## config.mk

```make
export PLATFORM = sky130hd
export DESIGN_NAME = dual_port_semaphore
export DESIGN_NICKNAME = d
export VERILOG_FILES = /design/src/rtl/sema_pkg.sv /design/src/rtl/sema_wr_decode.sv /design/src/rtl/sema_cell.sv /design/src/rtl/sema_rd_port.sv /design/src/rtl/dual_port_semaphore.sv
export SDC_FILE = /design/constraint.sdc
export NUM_CORES = 1
export LEC_CHECK = 0
export ABC_CLOCK_PERIOD_IN_PS = 1300
export BUFFER_PORTS_ARGS = -buffer_cell sky130_fd_sc_hd__buf_2
export CORE_AREA = 2 2 70 72
export DETAILED_ROUTE_END_ITERATION = 7
export DIE_AREA = 0 0 72 74
export HOLD_SLACK_MARGIN = 0.12
export MAX_ROUTING_LAYER = met4
export PLACE_DENSITY = 0.75
export SLEW_MARGIN = 20
export SYNTH_ARGS = -nofsm -noshare
export SYNTH_HDL_FRONTEND = slang
export SYNTH_SLANG_ARGS = --single-unit
export TNS_END_PERCENT = 10
```

## constraint.sdc

```tcl
create_clock -name clk -period 1.3 [get_ports clk]
set_input_delay 0 -clock clk [delete_from_list [all_inputs] [get_ports clk]]
set_output_delay 0 -clock clk [all_outputs]
set_load 0.05 [all_outputs]
```

## src/rtl/sema_pkg.sv

```systemverilog
package sema_pkg;
  // ownership of one semaphore cell
  typedef enum logic [1:0] {
    SEM_FREE  = 2'b00,
    SEM_LEFT  = 2'b01,
    SEM_RIGHT = 2'b10
  } sem_state_e;
endpackage

```

## src/rtl/sema_wr_decode.sv

```systemverilog
module sema_wr_decode #(
  parameter int NUM_SEMA = 8,
  parameter int ADDR_W   = $clog2(NUM_SEMA)
) (
  input  logic                clk,
  input  logic                rst_n,
  input  logic                wr,
  input  logic [ADDR_W-1:0]   addr,
  input  logic                val,
  output logic [NUM_SEMA-1:0] req,
  output logic [NUM_SEMA-1:0] rel
);
  for (genvar i = 0; i < NUM_SEMA; i++) begin : g_dec
    logic hit;
    assign hit    = wr && (addr == ADDR_W'(i));
    assign req[i] = hit && !val;
    assign rel[i] = hit &&  val;
  end

  assert_single_target_R11: assert property (@(posedge clk) disable iff (!rst_n)
    $onehot0(req | rel) && ((req | rel) == '0 || wr));
endmodule

```

## src/rtl/sema_cell.sv

```systemverilog
module sema_cell
  import sema_pkg::*;
#(
  parameter bit TIE_TO_LEFT = 1'b1
) (
  input  logic clk,
  input  logic rst_n,
  input  logic req_l,
  input  logic rel_l,
  input  logic req_r,
  input  logic rel_r,
  output logic own_l,
  output logic own_r
);
  sem_state_e st_q, st_d;
  logic       wait_q, wait_d;   // non-owner has a request waiting
  logic       wait_upd;

  always_comb begin
    st_d   = st_q;
    wait_d = wait_q;
    wait_upd = wait_q;
    unique case (st_q)
      SEM_FREE: begin
        wait_d = 1'b0;
        if (req_l && req_r) begin
          st_d   = TIE_TO_LEFT ? SEM_LEFT : SEM_RIGHT;
          wait_d = 1'b1;
        end else if (req_l) begin
          st_d = SEM_LEFT;
        end else if (req_r) begin
          st_d = SEM_RIGHT;
        end
      end
      SEM_LEFT: begin
        if (req_r)      wait_upd = 1'b1;
        else if (rel_r) wait_upd = 1'b0;
        if (rel_l) begin
          st_d   = wait_upd ? SEM_RIGHT : SEM_FREE;
          wait_d = 1'b0;
        end else begin
          wait_d = wait_upd;
        end
      end
      SEM_RIGHT: begin
        if (req_l)      wait_upd = 1'b1;
        else if (rel_l) wait_upd = 1'b0;
        if (rel_r) begin
          st_d   = wait_upd ? SEM_LEFT : SEM_FREE;
          wait_d = 1'b0;
        end else begin
          wait_d = wait_upd;
        end
      end
      default: begin
        st_d   = SEM_FREE;
        wait_d = 1'b0;
      end
    endcase
  end

  always_ff @(posedge clk or negedge rst_n) begin
    if (!rst_n) begin
      st_q   <= SEM_FREE;
      wait_q <= 1'b0;
    end else begin
      st_q   <= st_d;
      wait_q <= wait_d;
    end
  end

  assign own_l = (st_q == SEM_LEFT);
  assign own_r = (st_q == SEM_RIGHT);

  assert_free_grant_R3: assert property (@(posedge clk) disable iff (!rst_n)
    (st_q == SEM_FREE && req_l && !req_r) |=> (own_l && !own_r));
  assert_nonowner_denied_R4: assert property (@(posedge clk) disable iff (!rst_n)
    (st_q == SEM_LEFT && !rel_l) |=> own_l);
  assert_handover_R5: assert property (@(posedge clk) disable iff (!rst_n)
    (st_q == SEM_RIGHT && rel_r && req_l) |=> own_l);
  assert_free_release_R6: assert property (@(posedge clk) disable iff (!rst_n)
    (st_q == SEM_LEFT && rel_l && !wait_q && !req_r) |=> (!own_l && !own_r));
  assert_cancel_R7: assert property (@(posedge clk) disable iff (!rst_n)
    (st_q == SEM_LEFT && rel_r) |=> !wait_q);
  assert_tie_R8: assert property (@(posedge clk) disable iff (!rst_n)
    (st_q == SEM_FREE && req_l && req_r) |=> (wait_q && (own_l == TIE_TO_LEFT)));
  assert_quiet_R11: assert property (@(posedge clk) disable iff (!rst_n)
    !(req_l || rel_l || req_r || rel_r) |=> ($stable(own_l) && $stable(own_r)));
endmodule

```

## src/rtl/sema_rd_port.sv

```systemverilog
module sema_rd_port #(
  parameter int NUM_SEMA = 8,
  parameter int ADDR_W   = $clog2(NUM_SEMA),
  parameter int DATA_W   = 8
) (
  input  logic                clk,
  input  logic                rst_n,
  input  logic                rd,
  input  logic [ADDR_W-1:0]   addr,
  input  logic [NUM_SEMA-1:0] own,
  output logic [DATA_W-1:0]   rdata
);
  logic [DATA_W-1:0] rdata_d;
  logic              taken;

  assign taken   = own[addr];
  assign rdata_d = {DATA_W{!taken}};

  always_ff @(posedge clk or negedge rst_n) begin
    if (!rst_n)  rdata <= '1;
    else if (rd) rdata <= rdata_d;
  end

  assert_hold_R2: assert property (@(posedge clk) disable iff (!rst_n)
    !rd |=> $stable(rdata));
  assert_replicated_R2: assert property (@(posedge clk) disable iff (!rst_n)
    ($countones(rdata) == 0) || ($countones(rdata) == DATA_W));
endmodule

```

## src/rtl/dual_port_semaphore.sv

```systemverilog
module dual_port_semaphore #(
  parameter int NUM_SEMA    = 8,
  parameter int DATA_W      = 8,
  parameter bit TIE_TO_LEFT = 1'b1,
  localparam int ADDR_W     = $clog2(NUM_SEMA)
) (
  input  logic              clk,
  input  logic              rst_n,
  input  logic              l_wr,
  input  logic              l_rd,
  input  logic [ADDR_W-1:0] l_addr,
  input  logic [DATA_W-1:0] l_wdata,
  output logic [DATA_W-1:0] l_rdata,
  input  logic              r_wr,
  input  logic              r_rd,
  input  logic [ADDR_W-1:0] r_addr,
  input  logic [DATA_W-1:0] r_wdata,
  output logic [DATA_W-1:0] r_rdata
);
  logic [NUM_SEMA-1:0] req_l, rel_l, req_r, rel_r;
  logic [NUM_SEMA-1:0] own_l, own_r;
  logic                unused_hi;

  assign unused_hi = ^{l_wdata[DATA_W-1:1], r_wdata[DATA_W-1:1]};

  sema_wr_decode #(.NUM_SEMA(NUM_SEMA), .ADDR_W(ADDR_W)) u_dec_l (
    .clk(clk), .rst_n(rst_n), .wr(l_wr), .addr(l_addr), .val(l_wdata[0]),
    .req(req_l), .rel(rel_l));
  sema_wr_decode #(.NUM_SEMA(NUM_SEMA), .ADDR_W(ADDR_W)) u_dec_r (
    .clk(clk), .rst_n(rst_n), .wr(r_wr), .addr(r_addr), .val(r_wdata[0]),
    .req(req_r), .rel(rel_r));

  for (genvar i = 0; i < NUM_SEMA; i++) begin : g_cell
    sema_cell #(.TIE_TO_LEFT(TIE_TO_LEFT)) u_cell (
      .clk(clk), .rst_n(rst_n),
      .req_l(req_l[i]), .rel_l(rel_l[i]),
      .req_r(req_r[i]), .rel_r(rel_r[i]),
      .own_l(own_l[i]), .own_r(own_r[i]));
  end

  sema_rd_port #(.NUM_SEMA(NUM_SEMA), .ADDR_W(ADDR_W), .DATA_W(DATA_W)) u_rd_l (
    .clk(clk), .rst_n(rst_n), .rd(l_rd), .addr(l_addr), .own(own_l), .rdata(l_rdata));
  sema_rd_port #(.NUM_SEMA(NUM_SEMA), .ADDR_W(ADDR_W), .DATA_W(DATA_W)) u_rd_r (
    .clk(clk), .rst_n(rst_n), .rd(r_rd), .addr(r_addr), .own(own_r), .rdata(r_rdata));

  assert_exclusive_R3: assert property (@(posedge clk) disable iff (!rst_n)
    (own_l & own_r) == '0);
  assert_read_sees_owner_R2: assert property (@(posedge clk) disable iff (!rst_n)
    l_rd |=> (l_rdata == {DATA_W{!$past(own_l[l_addr])}}));
endmodule

```

==> results.json, run 1 <==
{
  "status": "finished, final reports clean",
  "dp_hpwl_um": 3840,
  "clk_path_buf_depth": 2,
  "drt-total-wl_um": 5470,
  "seq_area_frac_synth": 0.295,
  "min_period_ps": 1270,
  "grt_remaining_overflow": 0,
  "final_common_cell": "buf_4",
  "drc": 0,
  "core-area_sq_um": 4600,
  "internal_power_mw": 2.17,
  "hold_violations": 0,
  "crit_path_max_fanout": 6,
  "switchingPower_mw": 1.82,
  "dieArea_sq_um": 5330,
  "gp_congestion": 0.806,
  "grt_use_met3": 0.0298,
  "multi_input_area_sq_um": 1270,
  "synthToLayoutAreaGrowth_pct": 15.6,
  "antenna_found_initial": 0,
  "swShare": 0.456,
  "synth_area_sq_um": 2210,
  "diodes": 0,
  "async_flop_share": 1.00,
  "synth_edf_count": 0,
  "dieHeight_um": 74,
  "regToRegSetupSlack_ps": 50,
  "synthCells": 271,
  "slew_headroom": 0.583,
  "grt_pass1_vias": 1991,
  "yosys.area.top_type_share": 0.272,
  "htreeDepth": 1,
  "grtUsageMet2": 0.360,
  "cts_sinks": 26,
  "grt_first_pass_wirelength_um": 9190,
  "first_pass_iters": 5,
  "cellLeakagePower_nw": 1.01,
  "vias": 2222,
  "ys_ff_latch": 26,
  "grt_max_degree": 27,
  "vdd_drop_max_uv": 744,
  "comb_power_share": 0.531,
  "start_kind": "input port",
  "setup_violations": 0,
  "min_from": "r_addr[2]",
  "ys_warn_count": 0,
  "tightest_slew_ps": 625,
  "rr_endpoint": "g_cell[7].u_cell.st_q[1]$_DFFE_PN0P_",
  "pwr-share-seq": 0.345,
  "final_cell_mix": "buf_4, buf_2, dfrtp_1, a21oi_1, nand2_1",
  "num_rows": 25,
  "avgRoutedWirePerCell_um": 15.5,
  "r2r_cells": 4,
  "crit_path_end_kind": "flip-flop",
  "grt-busiest-layer": "met2",
  "dp_slack_ps": -36.4,
  "io_pins": 44,
  "synth_area_leaders": "dfrtp_1, buf_4, a21oi_1",
  "final_util": 0.556,
  "root_buffer": "clkbuf_8",
  "min_path_type": "in2reg",
  "syn_nets": 299,
  "drive_above_1_share": 0.267,
  "p_clk_frac": 0.124,
  "timing.final.max_slew_violations": 0,
  "finalClockSkew_ps": 7.34,
  "maxCapViolations": 0,
  "required_ps": 1470,
  "yosys.area.top_type": "dfrtp_1",
  "grt_usage": 0.223,
  "clk_latency_ps": 280,
  "crit_arrival_ps": 1440,
  "die_w_um": 72,
  "n_fill_cell": 421,
  "cts_setup_buffers": 0,
  "cp-startpoint": "r_wdata[0]",
  "cts_buffers": 3,
  "drt-vias-per-instance": 6.28,
  "syn_avg_cell_area_sq_um": 8.16,
  "powerDensity_nw_per_um2": 1560,
  "grtUsageMet1": 0.284,
  "portBuffers": 29,
  "drtIter0Drc": 138,
  "fmax_ghz": 0.787,
  "cts_tree": "done",
  "r2r-start": "g_cell[7].u_cell.st_q[0]$_DFFE_PN0P_",
  "nets": 329,
  "rsz0062_at_grt": "yes",
  "seqCellArea_sq_um": 654,
  "min_to": "u_rd_r.rdata[0]$_DFFE_PN1P_",
  "start_util": 0.481,
  "setup_ws_ps": 29.5,
  "crit_type": "in2reg",
  "clkSlewWorstSetupHoldPaths_ps": 90,
  "antenna_left": 0,
  "period_share": 0.977,
  "synthFlopType": "dfrtp_1",
  "min_path_cells": 4,
  "synth_cell_type_count": 49
}
power groups by stage:
| stage | logic (mW) | registers [mW] | clock network, mW |
|---|---|---|---|
| global placement | 2.04 | 1.37 | 0 |
| CTS | 2.10 | 1.37 | 0.527 |
| finish | 2.11 | 1.38 | 0.494 |
| detailed placement | 2.08 | 1.38 | 0 |
| global route | 2.32 | 1.42 | 0.538 |
| floorplan | 1.66 | 1.31 | 0 |
what timing repair did:
action / CTS / global route
gates resized for setup: 0 / 7
hold buffers: 5 / 0
endpoints found under the setup margin: 0 / 7
hold endpoints to repair: 32 / 0
logic make-up (layout without fill, tap and decap cells):
group,Yosys count,after routing,synth area share
AOI/OAI and AO/OA,97,97,0.315
and+or+nand+nor,85,85,0.239
buffers and inverters,59,88,0.132
DFF,26,26,0.295
muxes,4,4,0.0187
sequential cells by signal (all words and copies together) (netlist names):
name / cells
g_cell.u_cell.st_q: 16
g_cell.u_cell.wait_q: 8
u_rd_l.rdata: 1
u_rd_r.rdata: 1
worst max-delay path by stage:
stage               slack, ps                                   end  depth (start not counted)
floorplan                   9           u_rd_r.rdata[0]$_DFFE_PN1P_                          5
global placement            6  g_cell[5].u_cell.st_q[1]$_DFFE_PN0P_                          5
detailed placement        -40     g_cell[0].u_cell.wait_q$_DFF_PN0_                          5
CTS                         8           u_rd_l.rdata[0]$_DFFE_PN1P_                          4
global route              -40           u_rd_l.rdata[0]$_DFFE_PN1P_                          4
finish                     30  g_cell[5].u_cell.st_q[1]$_DFFE_PN0P_                          6
worst max-delay path, cell delays in order:
cell	delay (ps)
dlygate4sd3_1	530
buf_2	160
inv_1	70
mux2i_1	60
or3_1	300
a222oi_1	320
layer usage:
metal,share of wire,vias to the layer above,wire [um]
met5,0,-,0
met1,0.45,1054,2460
met2,0.47,85,2580
met4,0.018,0,98
li1,-,1073,-
met3,0.060,10,329
cell usage after synthesis (2+ instances only):
cell type  count
o22ai_1        5
or3_1          3
nand4bb_1      3
nand2b_1       2
buf_4         16
nor3_1         3
a221oi_1       5
a211o_1        4
buf_2          7
a211oi_1      13
o31ai_1        2
nor3b_1        8
nand3_1        3
o22a_1         2
dfstp_2        2
nor2_1        19
a41oi_1        2
o21ai_0        9
and4bb_2       5
a21boi_0       2
nand2_1       21
a21oi_1       23
nor4b_2        2
mux2i_1        3
and4_1         2
a31oi_1        7
a222oi_1       4
and4b_1        4
a21o_1         2
and3_1         3
clkbuf_1      17
o32a_1         2
o2111a_1       3
dfrtp_1       24
inv_1         17
nand4b_1       3
nor2b_1        3
a311oi_1       5
stage by stage:
| step | std cells | total power [mW] | cell area, sq um | setup TNS, ps | hold slack [ps] |
|---|---|---|---|---|---|
| floorplan | 271 | 2.98 | 2210 | 0 | -296 |
| global placement | 345 | 3.42 | 2440 | 0 | 58.5 |
| detailed placement | 345 | 3.46 | 2440 | -48.1 | 58.9 |
| CTS | 354 | 4.00 | 2540 | 0 | 210 |
| global route | 354 | 4.28 | 2550 | -94.8 | 243 |
| finish | 354 | 3.99 | 2550 | 0 | 216 |
layout make-up:
| type | instances | area share |
|---|---|---|
| Clock buffer | 4 | 0.0176 |
| Inverter | 17 | 0.0264 |
| Multi-Input combinational cell | 186 | 0.499 |
| Sequential cell | 26 | 0.256 |
| Tap cell | 54 | 0.0264 |
| Timing Repair Buffer | 67 | 0.175 |
No activity file was read; power rests on OpenSTA's default activity.
==> run 2: changes to the inputs <==
ABC_CLOCK_PERIOD_IN_PS = 1400   (was 1300)
CORE_AREA = 2 2 66 68   (was 2 2 70 72)
DIE_AREA = 0 0 68 70   (was 0 0 72 74)
PLACE_DENSITY = 0.8   (was 0.75)
clock period = 1.4 ns   (was 1.3 ns; I/O delays follow)
==> run 2 against run 1 <==
Effect of this change:
- first-iteration DRC count rose by 51%
- clock power up 4.7%
- die area shrank 11%
- hold slack got worse by 70 ps
- clock skew fell by 2.1 ps
- non-clock buffer count shrank 16
- worst setup slack better by 79 ps
- critical path depth unchanged
- combinational power shrank 14%
- critical path type unchanged
- highest routed layer unchanged
==> results.json, run 2 (synthesized netlist as in run 1, its figures left out) <==
{
  "path_buf_inv": 3,
  "hold_violations": 0,
  "regToRegSetupSlack_ps": 110,
  "regMostFlops": "g_cell.u_cell.st_q",
  "grt_usage": 0.247,
  "crit_path_cell_trace": "dlygate4sd3_1, buf_6, inv_1, mux2i_1, or3_1, a222oi_1",
  "multi_input_area_sq_um": 1270,
  "final_cell_mix": "buf_2, a21oi_1, dfrtp_1, nand2_1, nor2_1",
  "min_path_type": "in2reg",
  "gp_congestion": 0.895,
  "fmax_ghz": 0.774,
  "hold_slack_ps": 146,
  "rr_endpoint": "u_rd_r.rdata[0]$_DFFE_PN1P_",
  "clk_path_buf_depth": 2,
  "seqCellArea_sq_um": 656,
  "required_ps": 1560,
  "root_buffer": "clkbuf_8",
  "status": "finished, final reports clean",
  "finalClockSkew_ps": 5.21,
  "synthToLayoutAreaGrowth_pct": 10.0,
  "cp-endpoint": "g_cell[5].u_cell.st_q[1]$_DFFE_PN0P_",
  "rsz0062_at_grt": "yes",
  "cts_buffers": 3,
  "drt-total-wl_um": 5420,
  "cp-startpoint": "r_wdata[0]",
  "start_kind": "input port",
  "htreeDepth": 1,
  "drt-vias-per-instance": 6.54,
  "slowest_stage": "dlygate4sd3_1",
  "r2r-start": "g_cell[3].u_cell.st_q[0]$_DFFE_PN0P_",
  "grt_remaining_overflow": 0,
  "io_pins": 44,
  "period_share": 0.923,
  "reg_top3": "g_cell.u_cell.st_q (16), g_cell.u_cell.wait_q (8)",
  "cts_tree": "done",
  "die_w_um": 68,
  "grt_pass1_vias": 1962,
  "antenna_found_initial": 0,
  "cp_slowest_stage_delay_ps": 550,
  "setup_violations": 0,
  "dieArea_sq_um": 4760,
  "cts_sinks": 26,
  "first_pass_iters": 4,
  "final_common_cell": "buf_2",
  "num_rows": 24,
  "fin_cells": 336,
  "portBuffers": 29,
  "crit_type": "in2reg",
  "nets": 313,
  "final_util": 0.587,
  "crit_family": "buffers and inverters",
  "n_fill_cell": 370,
  "cts_setup_buffers": 0,
  "grt_max_degree": 27,
  "grt_first_pass_wirelength_um": 9100,
  "drc": 0,
  "largest_reg_flops": 16,
  "crit_path_max_fanout": 10,
  "core-area_sq_um": 4140,
  "avgRoutedWirePerCell_um": 16.1,
  "clk_latency_ps": 270,
  "dp_slack_ps": -5.52,
  "dp_hpwl_um": 3780,
  "cp.depth": 6,
  "diodes": 0,
  "powerDensity_nw_per_um2": 1500,
  "crit_path_end_kind": "flip-flop",
  "timing.final.max_slew_violations": 0,
  "start_util": 0.534,
  "setup_ws_ps": 108,
  "drive_above_1_share": 0.225,
  "slew_headroom": 0.586,
  "placed_cells": 328,
  "crit_arrival_ps": 1460,
  "maxCapViolations": 0,
  "clkSlewWorstSetupHoldPaths_ps": 100,
  "vdd_drop_max_uv": 550,
  "drtIter0Drc": 208,
  "min_period_ps": 1290,
  "cellLeakagePower_nw": 0.943,
  "antenna_left": 0,
  "vias": 2197,
  "tightest_slew_ps": 621,
  "r2r_cells": 4,
  "dieHeight_um": 70
}
[run 2: changes by cell type in the layout (fill, tap and decap cells not counted), sizes merged]
cell | before | now
inv | 16 | 17
dlygate4sd3 | 5 | 4
clkinvlp | 1 | 0
buf | 62 | 47
[run 2: cell type report]
| class | instances | area share |
|---|---|---|
| Sequential cell | 26 | 0.270 |
| Tap cell | 52 | 0.0267 |
| Clock buffer | 4 | 0.0226 |
| Multi-Input combinational cell | 186 | 0.521 |
| Inverter | 17 | 0.0262 |
| Timing Repair Buffer | 51 | 0.134 |
[run 2: worst reg2reg max path, cell delays in order, from the launching register on]
cell and delay (ps):
dfrtp_1 500, inv_1 140, a31oi_1 190, a211oi_1 110, a211oi_1 260
[run 2: how the worst min path moves through the flow]
stage / startpoint / endpoint / depth (start not counted)
after floorplan: rst_n / g_cell[0].u_cell.st_q[0]$_DFFE_PN0P_ / 0
after global placement: rst_n / g_cell[2].u_cell.st_q[0]$_DFFE_PN0P_ / 1
after detailed placement: rst_n / g_cell[2].u_cell.st_q[0]$_DFFE_PN0P_ / 1
after CTS: l_wdata[0] / g_cell[2].u_cell.wait_q$_DFF_PN0_ / 2
after global routing: l_wdata[0] / g_cell[2].u_cell.wait_q$_DFF_PN0_ / 2
final: l_wdata[0] / g_cell[2].u_cell.wait_q$_DFF_PN0_ / 2
[run 2: per-stage QoR]
stage | total power [mW] | setup TNS [ps] | instance area (sq um)
floorplan | 2.77 | 0 | 2210
finish | 3.64 | 0 | 2430
global placement | 3.05 | 0 | 2330
global route | 3.92 | -12.2 | 2430
CTS | 3.62 | 0 | 2420
detailed placement | 3.10 | -5.52 | 2330
[run 2: layer usage]
| metal | vias up | track usage | share of wire |
|---|---|---|---|
| met4 | 0 | 0.0733 | 0.0050 |
| li1 | 1049 | - | - |
| met3 | 2 | 0.0225 | 0.048 |
| met1 | 1067 | 0.328 | 0.46 |
| met5 | - | - | 0 |
| met2 | 79 | 0.397 | 0.49 |
[run 2: timing repair]
action	in CTS	in global routing
hold buffers	4	0
endpoints found under the setup margin	0	4
endpoints found under the hold margin	27	0
gates resized for setup	0	5
[run 2: where the power goes]
group	internal [mW]	leakage [nW]	switching, mW
combinational	0.725	0.582	1.09
clock	0.252	0.0288	0.265
sequential	0.990	0.332	0.316
total	1.97	0.943	1.67
==> run 3: changes to the inputs <==
CELL_PAD_IN_SITES_DETAIL_PLACEMENT = 2   (was unset)
CELL_PAD_IN_SITES_GLOBAL_PLACEMENT = 2   (was unset)
CORE_AREA = 2 2 87 89   (was 2 2 66 68)
DIE_AREA = 0 0 89 91   (was 0 0 68 70)
GPL_ROUTABILITY_DRIVEN = 0   (was unset)
PLACE_DENSITY = 0.77   (was 0.8)
==> run 3 against run 2 <==
Effect of this change:
- clock skew hardly changed
- critical path depth is 1 higher
- hold slack worse by 6.5 ps
- utilization is 23 points lower
- largest power group unchanged
==> results.json, run 3 (synthesized netlist as in run 1, its figures left out) <==
{
  "avgRoutedWirePerCell_um": 18.6,
  "nets": 320,
  "final_common_cell": "buf_2",
  "dp_hpwl_um": 5300,
  "start_kind": "input port",
  "final_cell_mix": "buf_2, buf_4, a21oi_1, nand2_1, dfrtp_1",
  "grt_max_degree": 27,
  "setup_ws_ps": 72.9,
  "crit_type": "in2reg",
  "num_rows": 31,
  "cts_buffers": 3,
  "fin_area_sq_um": 2560,
  "cts_setup_buffers": 0,
  "start_util": 0.310,
  "cellLeakagePower_nw": 0.979,
  "finalClockSkew_ps": 5.55,
  "n_fill_cell": 860,
  "setup_violations": 0,
  "drc": 0,
  "timing.final.max_slew_violations": 0,
  "vdd_drop_max_uv": 357,
  "slew_headroom": 0.524,
  "root_buffer": "clkbuf_8",
  "cts_tree": "done",
  "core-area_sq_um": 7140,
  "portBuffers": 29,
  "period_share": 0.948,
  "maxCapViolations": 0,
  "diodes": 0,
  "first_pass_iters": 7,
  "hold_violations": 0,
  "grt_pass1_vias": 2353,
  "reg_top3": "g_cell.u_cell.st_q (16), g_cell.u_cell.wait_q (8)",
  "powerDensity_nw_per_um2": 1460,
  "clk_latency_ps": 280,
  "crit_path_max_fanout": 7,
  "clk_path_buf_depth": 2,
  "final_util": 0.358,
  "cts_sinks": 26,
  "htreeDepth": 1,
  "drive_above_1_share": 0.255,
  "min_path_type": "in2reg",
  "drt-vias-per-instance": 5.78,
  "dieArea_sq_um": 8100,
  "tightest_slew_ps": 714,
  "grt_usage": 0.188,
  "dp_slack_ps": 17.4,
  "io_pins": 44,
  "largest_reg_flops": 16,
  "crit_path_end_kind": "flip-flop",
  "vias": 2247,
  "grt_remaining_overflow": 0,
  "status": "finished, final reports clean",
  "die_w_um": 89,
  "clkSlewWorstSetupHoldPaths_ps": 100,
  "synthToLayoutAreaGrowth_pct": 15.6,
  "regMostFlops": "g_cell.u_cell.st_q",
  "antenna_found_initial": 0,
  "crit_arrival_ps": 1530,
  "min_period_ps": 1330,
  "drt-total-wl_um": 7240,
  "required_ps": 1600,
  "dieHeight_um": 91,
  "grt_first_pass_wirelength_um": 11900,
  "antenna_left": 0,
  "fmax_ghz": 0.754,
  "hold_slack_ps": 140,
  "post_dp_cell_area_sq_um": 2450,
  "drtIter0Drc": 157
}
[run 3: cell types whose count changed in the layout (fill, tap and decap cells not counted)]
cell / delta
buf_12: +1
a21boi_1: +1
a221oi_1: -1
buf_6: -1
a311oi_1: -2
buf_2: +1
dfrtp_1: -1
a221oi_2: +1
clkbuf_8: -1
a311oi_2: +2
dfrtp_2: +1
buf_4: +6
a21boi_0: -1
[run 3: cell type report]
class | instances | area (sq um) | area share
multi-input cells | 186 | 1280 | 0.503
flip-flops and latches | 26 | 657 | 0.257
repair buffers | 58 | 385 | 0.151
well taps | 99 | 124 | 0.0485
inverters | 17 | 63.8 | 0.0250
clock buffers | 3 | 41.3 | 0.0162
[run 3: report_power, final]
part / switching, mW / internal, mW / leakage [nW]
Combinational: 1.19 / 0.755 / 0.627
Sequential: 0.330 / 0.993 / 0.330
Clock: 0.263 / 0.194 / 0.0216
[run 3: layer usage]
metal | vias up | track usage | part of all wire
met5 | - | - | 0
met4 | 0 | 0.0373 | 0.0059
met3 | 2 | 0.0164 | 0.024
met2 | 34 | 0.310 | 0.51
met1 | 1159 | 0.253 | 0.46
li1 | 1052 | - | -
[run 3: stage by stage]
| step | setup TNS (ps) | instances | power (mW) |
|---|---|---|---|
| finish | 0 | 389 | 3.73 |
| global route | -12.9 | 389 | 4.00 |
| CTS | 0 | 389 | 3.72 |
| detailed placement | 0 | 382 | 3.24 |
| global placement | 0 | 382 | 3.13 |
| floorplan | 0 | 271 | 2.77 |
[run 3: critical path: stages]
cell	delay (ps)
dlygate4sd3_1	530
buf_2	140
inv_1	120
buf_4	190
mux2i_1	90
or3_1	310
a21oi_1	160
[run 3: what timing repair did]
item | CTS | global route
endpoints found under the hold margin | 29 | 0
hold buffers | 4 | 0
resized for setup | 0 | 7
endpoints found under the setup margin | 0 | 5
[run 3: final timing paths]
path | endpoint | slack (ps) | startpoint | cells past startpoint
max in group asynchronous | g_cell[7].u_cell.st_q[0]$_DFFE_PN0P_ | 600 | rst_n | 2
hold reg to reg | g_cell[6].u_cell.st_q[0]$_DFFE_PN0P_ | 570 | g_cell[6].u_cell.st_q[1]$_DFFE_PN0P_ | 1
hold / removal | g_cell[1].u_cell.wait_q$_DFF_PN0_ | 140 | l_wdata[0] | 4
setup reg to reg | g_cell[5].u_cell.st_q[1]$_DFFE_PN0P_ | 110 | g_cell[5].u_cell.st_q[1]$_DFFE_PN0P_ | 2
setup / recovery | g_cell[6].u_cell.st_q[1]$_DFFE_PN0P_ | 70 | r_wdata[0] | 7
min in group asynchronous | g_cell[6].u_cell.st_q[0]$_DFFE_PN0P_ | 290 | rst_n | 2
